**config.mk**
```make
export PLATFORM = sky130hd
export DESIGN_NAME = spi_flash_cmd_decoder
export DESIGN_NICKNAME = d
export VERILOG_FILES = /design/src/rtl/spi_flash_pkg.sv /design/src/rtl/spi_frame_rx.sv /design/src/rtl/spi_flash_ctrl.sv /design/src/rtl/spi_tx_shifter.sv /design/src/rtl/spi_flash_cmd_decoder.sv
export SDC_FILE = /design/constraint.sdc
export NUM_CORES = 1
export LEC_CHECK = 0
export BUFFER_PORTS_ARGS = -buffer_cell sky130_fd_sc_hd__buf_2
export CORE_ASPECT_RATIO = 1.1
export CORE_MARGIN = 4
export CORE_UTILIZATION = 50
export DETAILED_ROUTE_END_ITERATION = 8
export PLACE_DENSITY = 0.76
export SYNTH_ARGS = -nofsm -noshare
export SYNTH_HDL_FRONTEND = slang
export SYNTH_SLANG_ARGS = --single-unit
```
**constraint.sdc**
```tcl
create_clock -name clk -period 5 [get_ports clk]
set_input_delay 1 -clock clk [delete_from_list [all_inputs] [get_ports clk]]
set_output_delay 1 -clock clk [all_outputs]
set_load 0.02 [all_outputs]
```
**src/rtl/spi_flash_pkg.sv**
```systemverilog
// Package: shared types and command decoding for the flash frame decoder.
// Assumes: command codes are 8 bits; unknown codes map to ACT_NONE.
package spi_flash_pkg;

    typedef enum logic [3:0] {
        ACT_NONE, ACT_WREN, ACT_WRDI, ACT_SECT, ACT_B32, ACT_B64,
        ACT_CHIP, ACT_PROG, ACT_READ, ACT_FREAD, ACT_STAT, ACT_ID
    } act_e;

    typedef enum logic [2:0] {
        ST_IDLE, ST_OPC, ST_ADDR, ST_DUMMY, ST_DIN, ST_DOUT, ST_WAIT, ST_SKIP
    } st_e;

    typedef enum logic [1:0] {SRC_MEM, SRC_STAT, SRC_ID} src_e;

    localparam logic [2:0] OPK_SECT = 3'd1;
    localparam logic [2:0] OPK_B32  = 3'd2;
    localparam logic [2:0] OPK_B64  = 3'd3;
    localparam logic [2:0] OPK_CHIP = 3'd4;
    localparam logic [2:0] OPK_PROG = 3'd5;

    // Map a received command code to the action it starts.
    function automatic act_e decode_cmd(input logic [7:0] code);
        case (code)
            8'h06:        return ACT_WREN;
            8'h04:        return ACT_WRDI;
            8'h20:        return ACT_SECT;
            8'h52:        return ACT_B32;
            8'hD8:        return ACT_B64;
            8'h60, 8'hC7: return ACT_CHIP;
            8'h02:        return ACT_PROG;
            8'h03:        return ACT_READ;
            8'h0B:        return ACT_FREAD;
            8'h05:        return ACT_STAT;
            8'h9F:        return ACT_ID;
            default:      return ACT_NONE;
        endcase
    endfunction

    // Operation code reported for an erase action.
    function automatic logic [2:0] erase_kind(input act_e a);
        case (a)
            ACT_SECT: return OPK_SECT;
            ACT_B32:  return OPK_B32;
            ACT_B64:  return OPK_B64;
            default:  return OPK_CHIP;
        endcase
    endfunction

endpackage

```
**src/rtl/spi_frame_rx.sv**
```systemverilog
// Module: serial receive framing. Detects chip-select edges and serial clock
// rising edges, and assembles bytes MSB first.
// Assumes: serial pins are synchronous to clk and each phase lasts >= 2 clk.
module spi_frame_rx (
    input  logic       clk,
    input  logic       rst_n,
    input  logic       spi_sck,
    input  logic       spi_csn,
    input  logic       spi_mosi,
    output logic       sck_rise,
    output logic       cs_fall,
    output logic       cs_rise,
    output logic       byte_done,
    output logic       at_boundary,
    output logic       frame_idle,
    output logic [7:0] rx_byte
);
    logic       sck_q;
    logic       csn_q;
    logic [2:0] bit_cnt;
    logic [6:0] shreg;

    assign sck_rise    = spi_sck & ~sck_q & ~spi_csn;
    assign cs_fall     = ~spi_csn & csn_q;
    assign cs_rise     = spi_csn & ~csn_q;
    assign byte_done   = sck_rise & (bit_cnt == 3'd7);
    assign at_boundary = (bit_cnt == 3'd0);
    assign frame_idle  = csn_q;
    assign rx_byte     = {shreg, spi_mosi};

    // Keep one-cycle history of the serial clock and chip select.
    always_ff @(posedge clk) begin
        if (!rst_n) begin
            sck_q <= 1'b0;
            csn_q <= 1'b1;
        end else begin
            sck_q <= spi_sck;
            csn_q <= spi_csn;
        end
    end

    // Count bits and shift data in; cleared while chip select is high.
    always_ff @(posedge clk) begin
        if (!rst_n) begin
            bit_cnt <= 3'd0;
            shreg   <= 7'd0;
        end else if (spi_csn) begin
            bit_cnt <= 3'd0;
        end else if (sck_rise) begin
            bit_cnt <= bit_cnt + 3'd1;
            shreg   <= {shreg[5:0], spi_mosi};
        end
    end

    assert_fresh_frame_R1: assert property (@(posedge clk) disable iff (!rst_n)
        cs_fall |-> (bit_cnt == 3'd0));

endmodule

```
**src/rtl/spi_flash_ctrl.sv**
```systemverilog
// Module: command sequencer. Walks each frame through command, address,
// dummy and data phases, keeps the write-enable latch and issues requests.
// Assumes: byte_done, cs_rise and cs_fall come from spi_frame_rx.
module spi_flash_ctrl
    import spi_flash_pkg::*;
#(
    parameter int              ADDR_BYTES = 3,
    parameter int              PAGE_BITS  = 8,
    parameter int              ID_BYTES   = 3,
    parameter logic [8*ID_BYTES-1:0] ID_VALUE = 24'hC2_25_17
) (
    input  logic                  clk,
    input  logic                  rst_n,
    input  logic                  cs_fall,
    input  logic                  cs_rise,
    input  logic                  byte_done,
    input  logic                  at_boundary,
    input  logic                  frame_idle,
    input  logic [7:0]            rx_byte,
    output logic                  dout_active,
    output logic                  fetch,
    output logic                  fetch_mem,
    output logic [7:0]            local_byte,
    output logic [8*ADDR_BYTES-1:0] rd_addr,
    output logic                  wr_valid,
    output logic [8*ADDR_BYTES-1:0] wr_addr,
    output logic [7:0]            wr_data,
    output logic                  op_valid,
    output logic [2:0]            op_kind,
    output logic [8*ADDR_BYTES-1:0] op_addr
);
    localparam int ADDR_W = 8 * ADDR_BYTES;
    localparam int AB_W   = (ADDR_BYTES > 1) ? $clog2(ADDR_BYTES) : 1;
    localparam int IDX_W  = (ID_BYTES > 1) ? $clog2(ID_BYTES) : 1;

    st_e               st;
    act_e              act;
    src_e              src;
    logic              wel;
    logic              got_data;
    logic [AB_W-1:0]   abyte;
    logic [IDX_W-1:0]  idx;
    logic [ADDR_W-1:0] addr;
    logic [ADDR_W-1:0] full_addr;
    logic [7:0]        id_byte;

    assign full_addr   = {addr[ADDR_W-9:0], rx_byte};
    assign dout_active = (st == ST_DOUT);
    assign fetch_mem   = (src == SRC_MEM);
    assign rd_addr     = addr;
    assign id_byte     = ID_VALUE[8*(ID_BYTES-1-int'(idx)) +: 8];
    assign local_byte  = (src == SRC_STAT) ? {6'd0, wel, 1'b0} : id_byte;

    // Phase sequencing, latch updates and request generation.
    always_ff @(posedge clk) begin
        if (!rst_n) begin
            st       <= ST_IDLE;
            act      <= ACT_NONE;
            src      <= SRC_MEM;
            wel      <= 1'b0;
            got_data <= 1'b0;
            abyte    <= '0;
            idx      <= '0;
            addr     <= '0;
            fetch    <= 1'b0;
            wr_valid <= 1'b0;
            wr_addr  <= '0;
            wr_data  <= 8'd0;
            op_valid <= 1'b0;
            op_kind  <= 3'd0;
            op_addr  <= '0;
        end else begin
            fetch    <= 1'b0;
            wr_valid <= 1'b0;
            op_valid <= 1'b0;
            if (fetch && src == SRC_MEM) addr <= addr + 1'b1;
            if (fetch && src == SRC_ID)
                idx <= (idx == IDX_W'(ID_BYTES - 1)) ? '0 : idx + 1'b1;
            if (cs_fall) begin
                st       <= ST_OPC;
                act      <= ACT_NONE;
                addr     <= '0;
                abyte    <= '0;
                idx      <= '0;
                got_data <= 1'b0;
            end else if (cs_rise) begin
                if (at_boundary && st == ST_WAIT) begin
                    case (act)
                        ACT_WREN: wel <= 1'b1;
                        ACT_WRDI: wel <= 1'b0;
                        ACT_SECT, ACT_B32, ACT_B64, ACT_CHIP: begin
                            if (wel) begin
                                op_valid <= 1'b1;
                                op_kind  <= erase_kind(act);
                                op_addr  <= addr;
                                wel      <= 1'b0;
                            end
                        end
                        default: ;
                    endcase
                end else if (at_boundary && st == ST_DIN && got_data && wel) begin
                    op_valid <= 1'b1;
                    op_kind  <= OPK_PROG;
                    op_addr  <= addr;
                    wel      <= 1'b0;
                end
                st <= ST_IDLE;
            end else if (byte_done) begin
                case (st)
                    ST_OPC: begin
                        act <= decode_cmd(rx_byte);
                        case (decode_cmd(rx_byte))
                            ACT_NONE: st <= ST_SKIP;
                            ACT_WREN, ACT_WRDI, ACT_CHIP: st <= ST_WAIT;
                            ACT_STAT: begin
                                st <= ST_DOUT; src <= SRC_STAT; fetch <= 1'b1;
                            end
                            ACT_ID: begin
                                st <= ST_DOUT; src <= SRC_ID; fetch <= 1'b1;
                            end
                            default: st <= ST_ADDR;
                        endcase
                    end
                    ST_ADDR: begin
                        addr  <= full_addr;
                        abyte <= abyte + 1'b1;
                        if (abyte == AB_W'(ADDR_BYTES - 1)) begin
                            wr_addr <= full_addr;
                            case (act)
                                ACT_READ: begin
                                    st <= ST_DOUT; src <= SRC_MEM; fetch <= 1'b1;
                                end
                                ACT_FREAD: st <= ST_DUMMY;
                                ACT_PROG:  st <= ST_DIN;
                                default:   st <= ST_WAIT;
                            endcase
                        end
                    end
                    ST_DUMMY: begin
                        st <= ST_DOUT; src <= SRC_MEM; fetch <= 1'b1;
                    end
                    ST_DIN: begin
                        if (wel) begin
                            wr_valid <= 1'b1;
                            wr_data  <= rx_byte;
                            got_data <= 1'b1;
                            if (wr_valid || got_data)
                                wr_addr <= {wr_addr[ADDR_W-1:PAGE_BITS],
                                            wr_addr[PAGE_BITS-1:0] + 1'b1};
                        end
                    end
                    ST_DOUT: fetch <= 1'b1;
                    ST_WAIT: st <= ST_SKIP;
                    default: ;
                endcase
            end
        end
    end

    assert_op_needs_latch_R6: assert property (@(posedge clk) disable iff (!rst_n)
        op_valid |-> $past(wel));
    assert_stream_gated_R6: assert property (@(posedge clk) disable iff (!rst_n)
        wr_valid |-> wel);
    assert_latch_cleared_R7: assert property (@(posedge clk) disable iff (!rst_n)
        op_valid |-> !wel);
    assert_commit_at_end_R5: assert property (@(posedge clk) disable iff (!rst_n)
        op_valid |-> frame_idle);
    assert_one_event_R8: assert property (@(posedge clk) disable iff (!rst_n)
        $onehot0({op_valid, wr_valid, fetch}));

endmodule

```
**src/rtl/spi_tx_shifter.sv**
```systemverilog
// Module: serial transmit path. Loads a byte two cycles after a fetch (array
// data or a locally formed byte) and shifts it out MSB first.
// Assumes: the array returns rd_data on the cycle after the request.
module spi_tx_shifter
    import spi_flash_pkg::*;
(
    input  logic       clk,
    input  logic       rst_n,
    input  logic       sck_rise,
    input  logic       byte_done,
    input  logic       active,
    input  logic       fetch,
    input  logic       fetch_mem,
    input  logic [7:0] local_byte,
    input  logic [7:0] rd_data,
    output logic       spi_miso
);
    logic       pend;
    logic       pend_mem;
    logic [7:0] pend_byte;
    logic [7:0] txr;

    assign spi_miso = active & txr[7];

    // Stage the byte source, then load or shift the output register.
    always_ff @(posedge clk) begin
        if (!rst_n) begin
            pend      <= 1'b0;
            pend_mem  <= 1'b0;
            pend_byte <= 8'd0;
            txr       <= 8'd0;
        end else begin
            pend <= fetch;
            if (fetch) begin
                pend_mem  <= fetch_mem;
                pend_byte <= local_byte;
            end
            if (pend)
                txr <= pend_mem ? rd_data : pend_byte;
            else if (sck_rise && active && !byte_done)
                txr <= {txr[6:0], 1'b0};
        end
    end

    assert_no_load_on_edge_R2: assert property (@(posedge clk) disable iff (!rst_n)
        (sck_rise && active) |-> !pend);

endmodule

```
**src/rtl/spi_flash_cmd_decoder.sv**
```systemverilog
// Module: top of the flash command frame decoder. Connects receive framing,
// command sequencing and the transmit shifter.
// Assumes: serial pins synchronous to clk, each serial phase >= 4 clk.
module spi_flash_cmd_decoder
    import spi_flash_pkg::*;
#(
    parameter int              ADDR_BYTES = 3,
    parameter int              PAGE_BITS  = 8,
    parameter int              ID_BYTES   = 3,
    parameter logic [8*ID_BYTES-1:0] ID_VALUE = 24'hC2_25_17
) (
    input  logic                    clk,
    input  logic                    rst_n,
    input  logic                    spi_sck,
    input  logic                    spi_csn,
    input  logic                    spi_mosi,
    output logic                    spi_miso,
    output logic                    rd_req,
    output logic [8*ADDR_BYTES-1:0] rd_addr,
    input  logic [7:0]              rd_data,
    output logic                    wr_valid,
    output logic [8*ADDR_BYTES-1:0] wr_addr,
    output logic [7:0]              wr_data,
    output logic                    op_valid,
    output logic [2:0]              op_kind,
    output logic [8*ADDR_BYTES-1:0] op_addr
);
    logic       sck_rise, cs_fall, cs_rise, byte_done, at_boundary, frame_idle;
    logic [7:0] rx_byte;
    logic       dout_active, fetch, fetch_mem;
    logic [7:0] local_byte;

    assign rd_req = fetch & fetch_mem;

    spi_frame_rx i_rx (
        .clk(clk), .rst_n(rst_n), .spi_sck(spi_sck), .spi_csn(spi_csn),
        .spi_mosi(spi_mosi), .sck_rise(sck_rise), .cs_fall(cs_fall),
        .cs_rise(cs_rise), .byte_done(byte_done), .at_boundary(at_boundary),
        .frame_idle(frame_idle), .rx_byte(rx_byte)
    );

    spi_flash_ctrl #(
        .ADDR_BYTES(ADDR_BYTES), .PAGE_BITS(PAGE_BITS),
        .ID_BYTES(ID_BYTES), .ID_VALUE(ID_VALUE)
    ) i_ctrl (
        .clk(clk), .rst_n(rst_n), .cs_fall(cs_fall), .cs_rise(cs_rise),
        .byte_done(byte_done), .at_boundary(at_boundary),
        .frame_idle(frame_idle), .rx_byte(rx_byte),
        .dout_active(dout_active), .fetch(fetch), .fetch_mem(fetch_mem),
        .local_byte(local_byte), .rd_addr(rd_addr), .wr_valid(wr_valid),
        .wr_addr(wr_addr), .wr_data(wr_data), .op_valid(op_valid),
        .op_kind(op_kind), .op_addr(op_addr)
    );

    spi_tx_shifter i_tx (
        .clk(clk), .rst_n(rst_n), .sck_rise(sck_rise), .byte_done(byte_done),
        .active(dout_active), .fetch(fetch), .fetch_mem(fetch_mem),
        .local_byte(local_byte), .rd_data(rd_data), .spi_miso(spi_miso)
    );

endmodule

```
==> metrics, run 1 <==
outcome complete, no violations; top cells by area, synth dfxtp_1, mux2i_1, nor2_1; ys flop type dfxtp_1; Antenna Nets Post-Route 0; Critical Path End Type register; Mapped Nets 763; CTS Hold Buffers Added 0; clk_skew 0.00765 ns; die width 113 µm; flops & latches, synth 128; clk sinks 128; Peak VDD IR 0.000279 V; distinct cell type count after synthesis 58; Slew Viols, Final 0; clk slew on worst S/H paths 0.06 ns; DIE AREA 14100 µm²; Async SR Flop Fraction 0%; routed vias/inst 5.63; drt pass-1 iters 5; maximum clock rate 0.322 GHz; row count 42; CTS H-tree depth 4; grt ovf 0; clock insertion delay at the later pin of the skew report 0.42 ns; Longest Clk Path Bufs 2; routed vias 5477; CTS tree done; max cap viols 0; P_leak 3.06 nW; final setup vio count 0; Arr. time, crit path 3.37 ns; WL/cell 15.7 µm; slew of the pin with the lowest slew margin 0.957 ns; setup TNS 0 ns; Die Ht 124 µm; CTS buffer count 17; final hold vios 0; Yosys top cell area share 41.9%; largest net degree at the start of global routing 59; cell taking the most area after synthesis dfxtp_1; Cells after Synth 737; 1st-iter DRT viols 358; hold slack 0.450 ns; port bufs 99; first-pass GRT wire length 25.1 mm; Placer Congestion 0.899; Overall Global Routing Usage 22.2%; Syn Area/Cell 8.29 µm²; crit path kind register to register; shortest period the worst path allows 3.11 ns; vias in the first global route 5118; CP required 5.27 ns; initial antenna violation count 0; WL final 15.3 mm; CORE AREA 12000 µm²; RSZ-0062 raised after global routing false; crit path launch type register; share of layout cells above drive strength 1 18.2%; post-CTS setup buffer count 0; Post-synth EDFFs 0; Post-Synthesis Cell Area 6110 µm²; initial core utilization 51.0%; worst-path fanout max 52; CTS Root Cell clkbuf_16; final worst-path cycle share 62.2%; Max-Slew Margin vs Limit 36.2%; area grow syn2layout 18.6%; Yosys warning count 0; number of top-level pins 100; number of remaining DRC errors 0; CTS resizes 0; HP Class register to register; part of the Yosys area used for sequential elements 41.9%; Detail Placement HPWL 10.4 mm; Pwr Density 325 nW/µm²; Final #Nets 831
## metal layers
layer,share of wire (%),up-vias,GRT usage [%]
met5,0,-,0
met4,1.8,0,9.54
met3,5.2,25,5.00
met2,48,171,35.8
met1,45,2565,28.6
li1,-,2716,-
## cells by family after synthesis
group,count (synthesis),synth area share (%)
flip-flops,128,41.9
XOR/XNOR,26,3.72
AO/OA/AOI/OAI,156,16.0
adder cells (fa/ha/maj),13,2.66
buffers and inverters,69,4.32
AND/OR/NAND/NOR,304,24.5
multiplexers,41,6.84
## state kept, by name, summed over array words and instances, names as in the netlist, 2 cells and up
name            count
i_ctrl.op_addr     24
i_ctrl.rd_addr     24
i_ctrl.wr_addr     24
i_ctrl.wr_data      8
i_tx.txr            8
i_rx.shreg          7
i_tx.pend_byte      5
i_ctrl.act          4
i_ctrl.op_kind      3
i_ctrl.st           3
i_rx.bit_cnt        3
i_ctrl.abyte        2
i_ctrl.idx          2
i_ctrl.src          2
## where the power goes
| group | internal [mW] | leakage (nW) | switching, mW |
|---|---|---|---|
| clock network | 0.833 | 0.298 | 0.439 |
| registers | 1.02 | 1.03 | 0.00544 |
| logic | 0.0154 | 1.73 | 0.0404 |
| total | 1.87 | 3.06 | 0.485 |
## worst paths after layout
kind / startpoint / endpoint / slack, ns / depth (start not counted)
setup / recovery: i_ctrl.st[2] / i_ctrl.op_addr[11] / 1.89 / 6
hold / removal: i_ctrl.op_addr[18] / i_ctrl.op_addr[18] / 0.45 / 2
setup reg to reg: i_ctrl.st[2] / i_ctrl.op_addr[11] / 1.89 / 6
hold reg to reg: i_ctrl.op_addr[18] / i_ctrl.op_addr[18] / 0.45 / 2
## critical path: stages (launching register included)
cell and delay [ns]:
dfxtp_1 0.63, nor3b_2 0.61, nand4_1 0.26, o31ai_1 0.20
nand3_2 0.78, nand3_1 0.35, o21ai_1 0.10
## layout by cell type, fill, tap and decap left out, types with 5 or more instances in the layout
cell type	n
nor3b_1	7
nand4_1	12
o21ai_0	25
a21oi_1	46
xnor2_1	12
clkbuf_16	17
nor2_1	92
dfxtp_1	128
a211oi_1	26
o31ai_1	5
mux2_2	5
buf_2	99
nand3_1	43
nor2b_1	10
and2_1	5
a21o_1	6
inv_1	15
o21ai_1	27
nand2b_1	8
ha_1	13
and3_1	12
nor3_1	6
nand2_1	81
mux2i_1	35
and4_1	5
xor2_1	14
## area by class of cell
type | instances | area [µm²]
multi-input combinational | 540 | 3290
timing repair buffer | 103 | 526
fill | 1052 | 4730
sequential | 128 | 2560
inverter | 15 | 56.3
clock buffer | 22 | 484
antenna | 1 | 2.50
tap | 154 | 193
clock inverter | 10 | 133
## synthesized netlist by cell type (all sizes together), types with 2 or more instances
library cell	number
nand3	44
xor2	14
or4	2
inv	15
o21ai	52
ha	13
nand4b	2
nor4	3
xnor2	12
o31ai	5
nor2b	10
a211oi	26
nand3b	4
nor3	6
nand4	13
nand2b	8
nor4b	2
o211ai	2
a21o	6
a2111oi	2
dfxtp	128
nor3b	9
o21a	4
or3b	2
mux2i	35
nor2	92
and3	12
clkbuf	44
a211o	2
and2	5
and4	5
mux2	6
nand2	82
a21oi	46
buf	10
## metrics by stage
stage	worst slack (ns)	instance area [µm²]	utilization [%]	power, mW	std cells
6_report	1.89	7250	60.5	2.36	973
2_1_floorplan	2.28	6110	-	1.09	737
3_3_place_gp	1.73	6630	55.3	1.10	940
4_1_cts	1.93	7250	60.5	2.37	972
3_5_place_dp	1.63	6630	55.3	1.11	940
5_1_grt	1.62	7250	60.5	2.43	972
Note: power is estimated with default switching activity, not from simulation.
==> inputs of run 2 (changes only) <==
clock period = 2.9 ns   (was 5 ns; I/O delays follow)
==> run 2 against run 1 <==
Compared with the run above: routed wire length rose by 3.4%; sequential power increased by 72%; utilization increased by 1.1 points; non-clock buffer count up 14; clock power is 83% higher; sequential share of layout area decreased by 0.65 points; largest power group unchanged.
==> metrics, run 2 (synthesized netlist as in run 1, its figures left out) <==
outcome complete, no violations (unchanged); CORE AREA 12000 µm² (unchanged); RSZ-0062 raised after global routing false (unchanged); DIE AREA 14100 µm² (unchanged); Filler cells 1024 (was 1052); CTS resizes 0 (unchanged); Overall Global Routing Usage 22.9% (was 22.2%); combinational fraction of design power 2.4% (about the same); largest net degree at the start of global routing 53 (was 59); CTS Hold Buffers Added 0 (unchanged); Setup crit start i_rx.shreg[0] (was i_ctrl.st[2]); max cap viols 0 (unchanged); initial core utilization 51.0% (unchanged); NetSw 0.853 mW (was 0.485 mW); commonest non-fill, non-tap cell in the layout dfxtp_1 (unchanged); Sequential Power Share 42.3% (was 43.6%); post-route setup slack 0.396 ns (was 1.89 ns); WL/cell 16.0 µm (was 15.7 µm); worst-path fanout max 15 (was 52); CTS tree done (unchanged); crit path kind register to register (unchanged); final worst-path cycle share 86.3% (was 62.2%); r2r startpoint i_rx.shreg[0] (was i_ctrl.st[2]); first-pass GRT wire length 25.7 mm (was 25.1 mm); hold slack 0.392 ns (was 0.450 ns); crit path launch type register (unchanged); CTS buffer count 17 (unchanged); setup TNS 0 ns (unchanged); most frequent cells in the layout dfxtp_1, buf_2, nor2_1, nand2_1, a21oi_1 (unchanged); share of layout cells above drive strength 1 19.7% (was 18.2%); ant diodes 0 (was 1); Pwr Density 568 nW/µm² (was 325 nW/µm²); clk_skew 0.00787 ns (was 0.00765 ns); Final #Nets 845 (was 831); WL final 15.8 mm (was 15.3 mm); switching fraction of total power 20.3% (was 20.6%); clock insertion delay at the later pin of the skew report 0.42 ns (about the same); clk sinks 128 (unchanged); number of top-level pins 100 (unchanged); die width 113 µm (unchanged); clock power share 55.3% (was 54.0%); Longest Clk Path Bufs 2 (unchanged); slew of the pin with the lowest slew margin 0.628 ns (was 0.957 ns); area grow syn2layout 20.8% (was 18.6%); Die Ht 124 µm (unchanged); hold path start spi_sck (was i_ctrl.op_addr[18]); worst slack, placed 0.440 ns (was 1.63 ns); Slew Viols, Final 0 (unchanged); maximum clock rate 0.399 GHz (was 0.322 GHz); vias in the first global route 5212 (was 5118); post-CTS setup buffer count 0 (unchanged); Placer Congestion 0.877 (was 0.899); routed vias 5598 (was 5477); number of remaining DRC errors 0 (unchanged); grt ovf 0 (unchanged); Arr. time, crit path 2.81 ns (was 3.37 ns); Detail Placement HPWL 10.9 mm (was 10.4 mm); P_int 3.34 mW (was 1.87 mW); Antenna Nets Post-Route 0 (unchanged); CP required 3.21 ns (was 5.27 ns); CTS Root Cell clkbuf_16 (unchanged); drt pass-1 iters 5 (unchanged); Max-Slew Margin vs Limit 58.1% (was 36.2%); HP Class input port to register (was register to register); CTS H-tree depth 4 (unchanged); row count 42 (unchanged); shortest period the worst path allows 2.50 ns (was 3.11 ns); Tot Pwr 4.19 mW (was 2.36 mW); clk slew on worst S/H paths 0.05 ns (was 0.06 ns); Peak VDD IR 0.000472 V (was 0.000279 V); routed vias/inst 5.68 (was 5.63); final hold vios 0 (unchanged); final setup vio count 0 (unchanged); port bufs 99 (unchanged); 1st-iter DRT viols 309 (was 358); P_leak 3.15 nW (was 3.06 nW); Critical Path End Type register (unchanged); initial antenna violation count 0 (unchanged)
-- run 2: power by group through the flow --
stage	Combinational [mW]	Clock [mW]	Sequential, mW
CTS	0.101	2.34	1.77
global placement	0.0983	0	1.81
global route	0.113	2.43	1.77
detailed placement	0.100	0	1.81
finish	0.102	2.32	1.77
floorplan	0.0716	0	1.80
-- run 2: layer usage --
layer / track usage (%) / vias up / wire length (µm)
li1: - / 2746 / -
met1: 28.8 / 2633 / 6990
met2: 38.0 / 193 / 7600
met3: 5.59 / 26 / 916
met4: 9.39 / 0 / 257
met5: 0 / - / 0
-- run 2: worst paths after layout --
check | endpoint | slack, ns | cells after the start
worst min-delay path | i_rx.sck_q | 0.39 | 2
worst max register to register | i_ctrl.src[1] | 0.40 | 6
worst max-delay path | i_ctrl.src[1] | 0.40 | 6
worst min register to register | i_ctrl.op_addr[17] | 0.46 | 2
-- run 2: area by class of cell --
cell class                      count  area (µm²)  area share, %
Inverter                           15        56.3          0.763
Clock buffer                       22         494           6.69
Multi-Input combinational cell    540        3290           44.6
Clock inverter                     10         155           2.10
Sequential cell                   128        2560           34.7
Tap cell                          154         193           2.61
Timing Repair Buffer              117         631           8.54
-- run 2: metrics by stage --
stage	util [%]	std cells	cell area, µm²
finish	61.6	986	7380
global route	61.6	986	7380
detailed placement	56.2	954	6730
global placement	56.2	954	6730
CTS	61.6	986	7380
floorplan	-	737	6110
-- run 2: worst max-delay path, cell delays in order, from the launching register on --
cell	delay [ns]
dfxtp_1	0.46
or4_4	0.56
a2111oi_4	0.52
nand2_2	0.12
a2111oi_4	0.44
mux2i_1	0.23
nor2_1	0.05
==> inputs of run 3 (changes only) <==
SYNTH_HIERARCHICAL = 1   (was not set)
==> run 3 against run 2 <==
Compared with the run above: combinational power hardly changed; area after synthesis is 4.3% higher; clock power is 4% lower; utilization is 0.92 points lower; worst hold slack worse by 0.0080 ns; first-iteration DRC count is 52% higher; register-to-register slack better by 0.11 ns; non-clock buffer count is 3 higher; global-route usage is 1.1 points lower; total power is 1.3% lower; sequential share of layout area is 0.24 points lower; critical endpoint is now i_ctrl/wr_addr[6].
==> metrics, run 3 <==
CTS Root Cell clkbuf_16 (unchanged); crit path kind register to register (unchanged); Max-Slew Margin vs Limit 49.2% (was 58.1%); CP cell instances ha_1 -> ha_1 -> and3b_1 -> nand2b_1 -> nor2_1 -> nand3_1 -> or2_2 -> a21oi_1 (was or4_4 -> a2111oi_4 -> nand2_2 -> a2111oi_4 -> mux2i_1 -> nor2_1); CTS tree done (unchanged); CTS buffer count 17 (unchanged); maximum clock rate 0.418 GHz (was 0.399 GHz); Post-synth EDFFs 0 (unchanged); initial core utilization 50.9% (was 51.0%); Placer Congestion 0.840 (was 0.877); flops & latches, synth 131 (was 128); Detail Placement HPWL 10.5 mm (was 10.9 mm); Yosys top cell area share 41.1% (was 41.9%); register area 2620 µm² (was 2560 µm²); Async SR Flop Fraction 0% (unchanged); clk slew on worst S/H paths 0.05 ns (about the same); Top delay family on crit path simple AND/OR/NAND/NOR gates (was compound AO/OA/AOI/OAI gates); first-pass GRT wire length 25.9 mm (was 25.7 mm); Pwr Density 544 nW/µm² (was 568 nW/µm²); clock power share 53.7% (was 55.3%); P_int 3.30 mW (was 3.34 mW); part of the Yosys area used for sequential elements 41.1% (was 41.9%); Final #Nets 843 (was 845); Slew Viols, Final 0 (unchanged); cell taking the most area after synthesis dfxtp_1 (unchanged); Antenna Nets Post-Route 0 (unchanged); largest net degree at the start of global routing 59 (was 53); initial antenna violation count 0 (unchanged); Post-Synthesis Cell Area 6380 µm² (was 6110 µm²); Cells after Synth 741 (was 737); Mapped Nets 763 (unchanged); distinct cell type count after synthesis 65 (was 58); Sequential Power Share 43.8% (was 42.3%); routed vias/inst 5.61 (was 5.68); crit path launch type register (unchanged); final hold vios 0 (unchanged); Critical Path Max Stage Delay 0.47 ns (was 0.56 ns); setup TNS 0 ns (unchanged); Syn Area/Cell 8.60 µm² (was 8.29 µm²); CTS resizes 0 (unchanged); port bufs 99 (unchanged); commonest non-fill, non-tap cell in the layout dfxtp_1 (unchanged); hold slack 0.384 ns (was 0.392 ns); most frequent cells in the layout dfxtp_1, buf_2, nor2_1, a21oi_1, mux2i_1 (was dfxtp_1, buf_2, nor2_1, nand2_1, a21oi_1); vias in the first global route 5185 (was 5212); slew of the pin with the lowest slew margin 0.754 ns (was 0.628 ns); Setup crit start i_rx/bit_cnt[0] (was i_rx.shreg[0]); switching fraction of total power 20.2% (was 20.3%); CP required 3.25 ns (was 3.21 ns); WL/cell 15.7 µm (was 16.0 µm); final worst-path cycle share 82.5% (was 86.3%); RSZ-0062 raised after global routing false (unchanged); CP max-delay cell or2_2 (was or4_4); post-CTS setup buffer count 0 (unchanged); die width 116 µm (was 113 µm); hold path start spi_sck (unchanged); final setup vio count 0 (unchanged); HP Class input port to register (unchanged); critical path buffer and inverter count 0 (unchanged); 1st-iter DRT viols 470 (was 309); WL final 15.5 mm (was 15.8 mm); combinational fraction of design power 2.5% (was 2.4%); Filler cells 1114 (was 1024); CTS H-tree depth 4 (unchanged); P_leak 3.17 nW (was 3.15 nW); NetSw 0.836 mW (was 0.853 mW); clk_skew 0.00667 ns (was 0.00787 ns); area grow syn2layout 19.3% (was 20.8%); CORE AREA 12500 µm² (was 12000 µm²); row count 43 (was 42); Overall Global Routing Usage 21.8% (was 22.9%); Crit path top cell by count ha_1 (was a2111oi_4); Peak VDD IR 0.000401 V (was 0.000472 V); commonest cells in the netlist dfxtp_1, nor2_1, a21oi_1, mux2i_1, nand2_1 (was dfxtp_1, nor2_1, nand2_1); grt ovf 0 (unchanged); CTS Hold Buffers Added 0 (unchanged); number of top-level pins 100 (unchanged); Critical Path End Type register (unchanged); clock insertion delay at the later pin of the skew report 0.42 ns (about the same); drt pass-1 iters 5 (unchanged); Arr. time, crit path 2.74 ns (was 2.81 ns); count leader, synth dfxtp_1 (unchanged); number of remaining DRC errors 0 (unchanged); routed vias 5554 (was 5598); max cap viols 0 (unchanged); r2r startpoint i_rx/bit_cnt[0] (was i_rx.shreg[0]); ant diodes 0 (unchanged); clk sinks 131 (was 128); top cells by area, synth dfxtp_1, mux2i_1, nor2_1 (unchanged); worst-path fanout max 16 (was 15); DIE AREA 14600 µm² (was 14100 µm²); Longest Clk Path Bufs 2 (unchanged); Die Ht 126 µm (was 124 µm); Yosys warning count 6 (was 0); share of layout cells above drive strength 1 21.8% (was 19.7%); Multi-input gate area 3430 µm² (was 3290 µm²); shortest period the worst path allows 2.39 ns (was 2.50 ns); ys flop type dfxtp_1 (unchanged); outcome complete, no violations (unchanged)
run 3: changes by cell type in the layout (fill, tap and decap cells not counted), sizes merged, moves of 6 or more:
cell    before  now
mux2i       35   58
o21ai       52   37
and2         5   11
a211oi      26   12
and3        12    6
a21oi       46   58
nor3         6   14
nand2       82   44
run 3: cell type report:
type	instances	share of cell area (%)
multi-input cells	538	45.1
flip-flops and latches	131	34.5
repair buffers	120	8.91
clock buffers	24	6.59
well taps	157	2.58
clock inverters	7	1.58
inverters	13	0.806
run 3: cells by family after synthesis:
| group | after synthesis | synth area share (%) |
|---|---|---|
| simple gates | 298 | 24.4 |
| compound gates | 141 | 13.6 |
| buf+inv | 72 | 5.32 |
| mux | 66 | 10.6 |
| flops | 131 | 41.1 |
| fa+ha+maj | 9 | 1.77 |
| xor+xnor | 23 | 3.16 |
| other cells | 1 | 0.0588 |
run 3: final timing paths:
| kind | slack [ns] | endpoint | cells after the start |
|---|---|---|---|
| worst max register to register | 0.51 | i_ctrl/wr_addr[6] | 8 |
| worst min register to register | 0.45 | i_ctrl/wr_addr[19] | 2 |
| worst min-delay path | 0.38 | i_rx/sck_q | 2 |
| worst max-delay path | 0.51 | i_ctrl/wr_addr[6] | 8 |
run 3: through the flow:
step	area (µm²)	util (%)	cells	worst slack, ns	power [mW]
after floorplan	6380	-	741	0.294	1.92
after detailed placement	6990	55.7	959	0.340	1.95
after global routing	7610	60.7	990	0.335	4.25
final	7610	60.7	990	0.507	4.14
after global placement	6990	55.7	959	0.458	1.95
after CTS	7610	60.7	990	0.561	4.17
run 3: layer usage:
metal  wire, µm  GRT usage (%)  vias up
met5          0              0        -
met4        226           7.92        0
met3        845           5.06       19
met2       7420           34.6      151
met1       7040           28.9     2607
li1           -              -     2777
run 3: power by group through the flow:
stage / Clock [mW] / Sequential [mW] / Combinational, mW
6_report: 2.22 / 1.81 / 0.104
3_3_place_gp: 0 / 1.85 / 0.102
4_1_cts: 2.26 / 1.81 / 0.103
2_1_floorplan: 0 / 1.85 / 0.0741
5_1_grt: 2.33 / 1.81 / 0.115
3_5_place_dp: 0 / 1.85 / 0.103
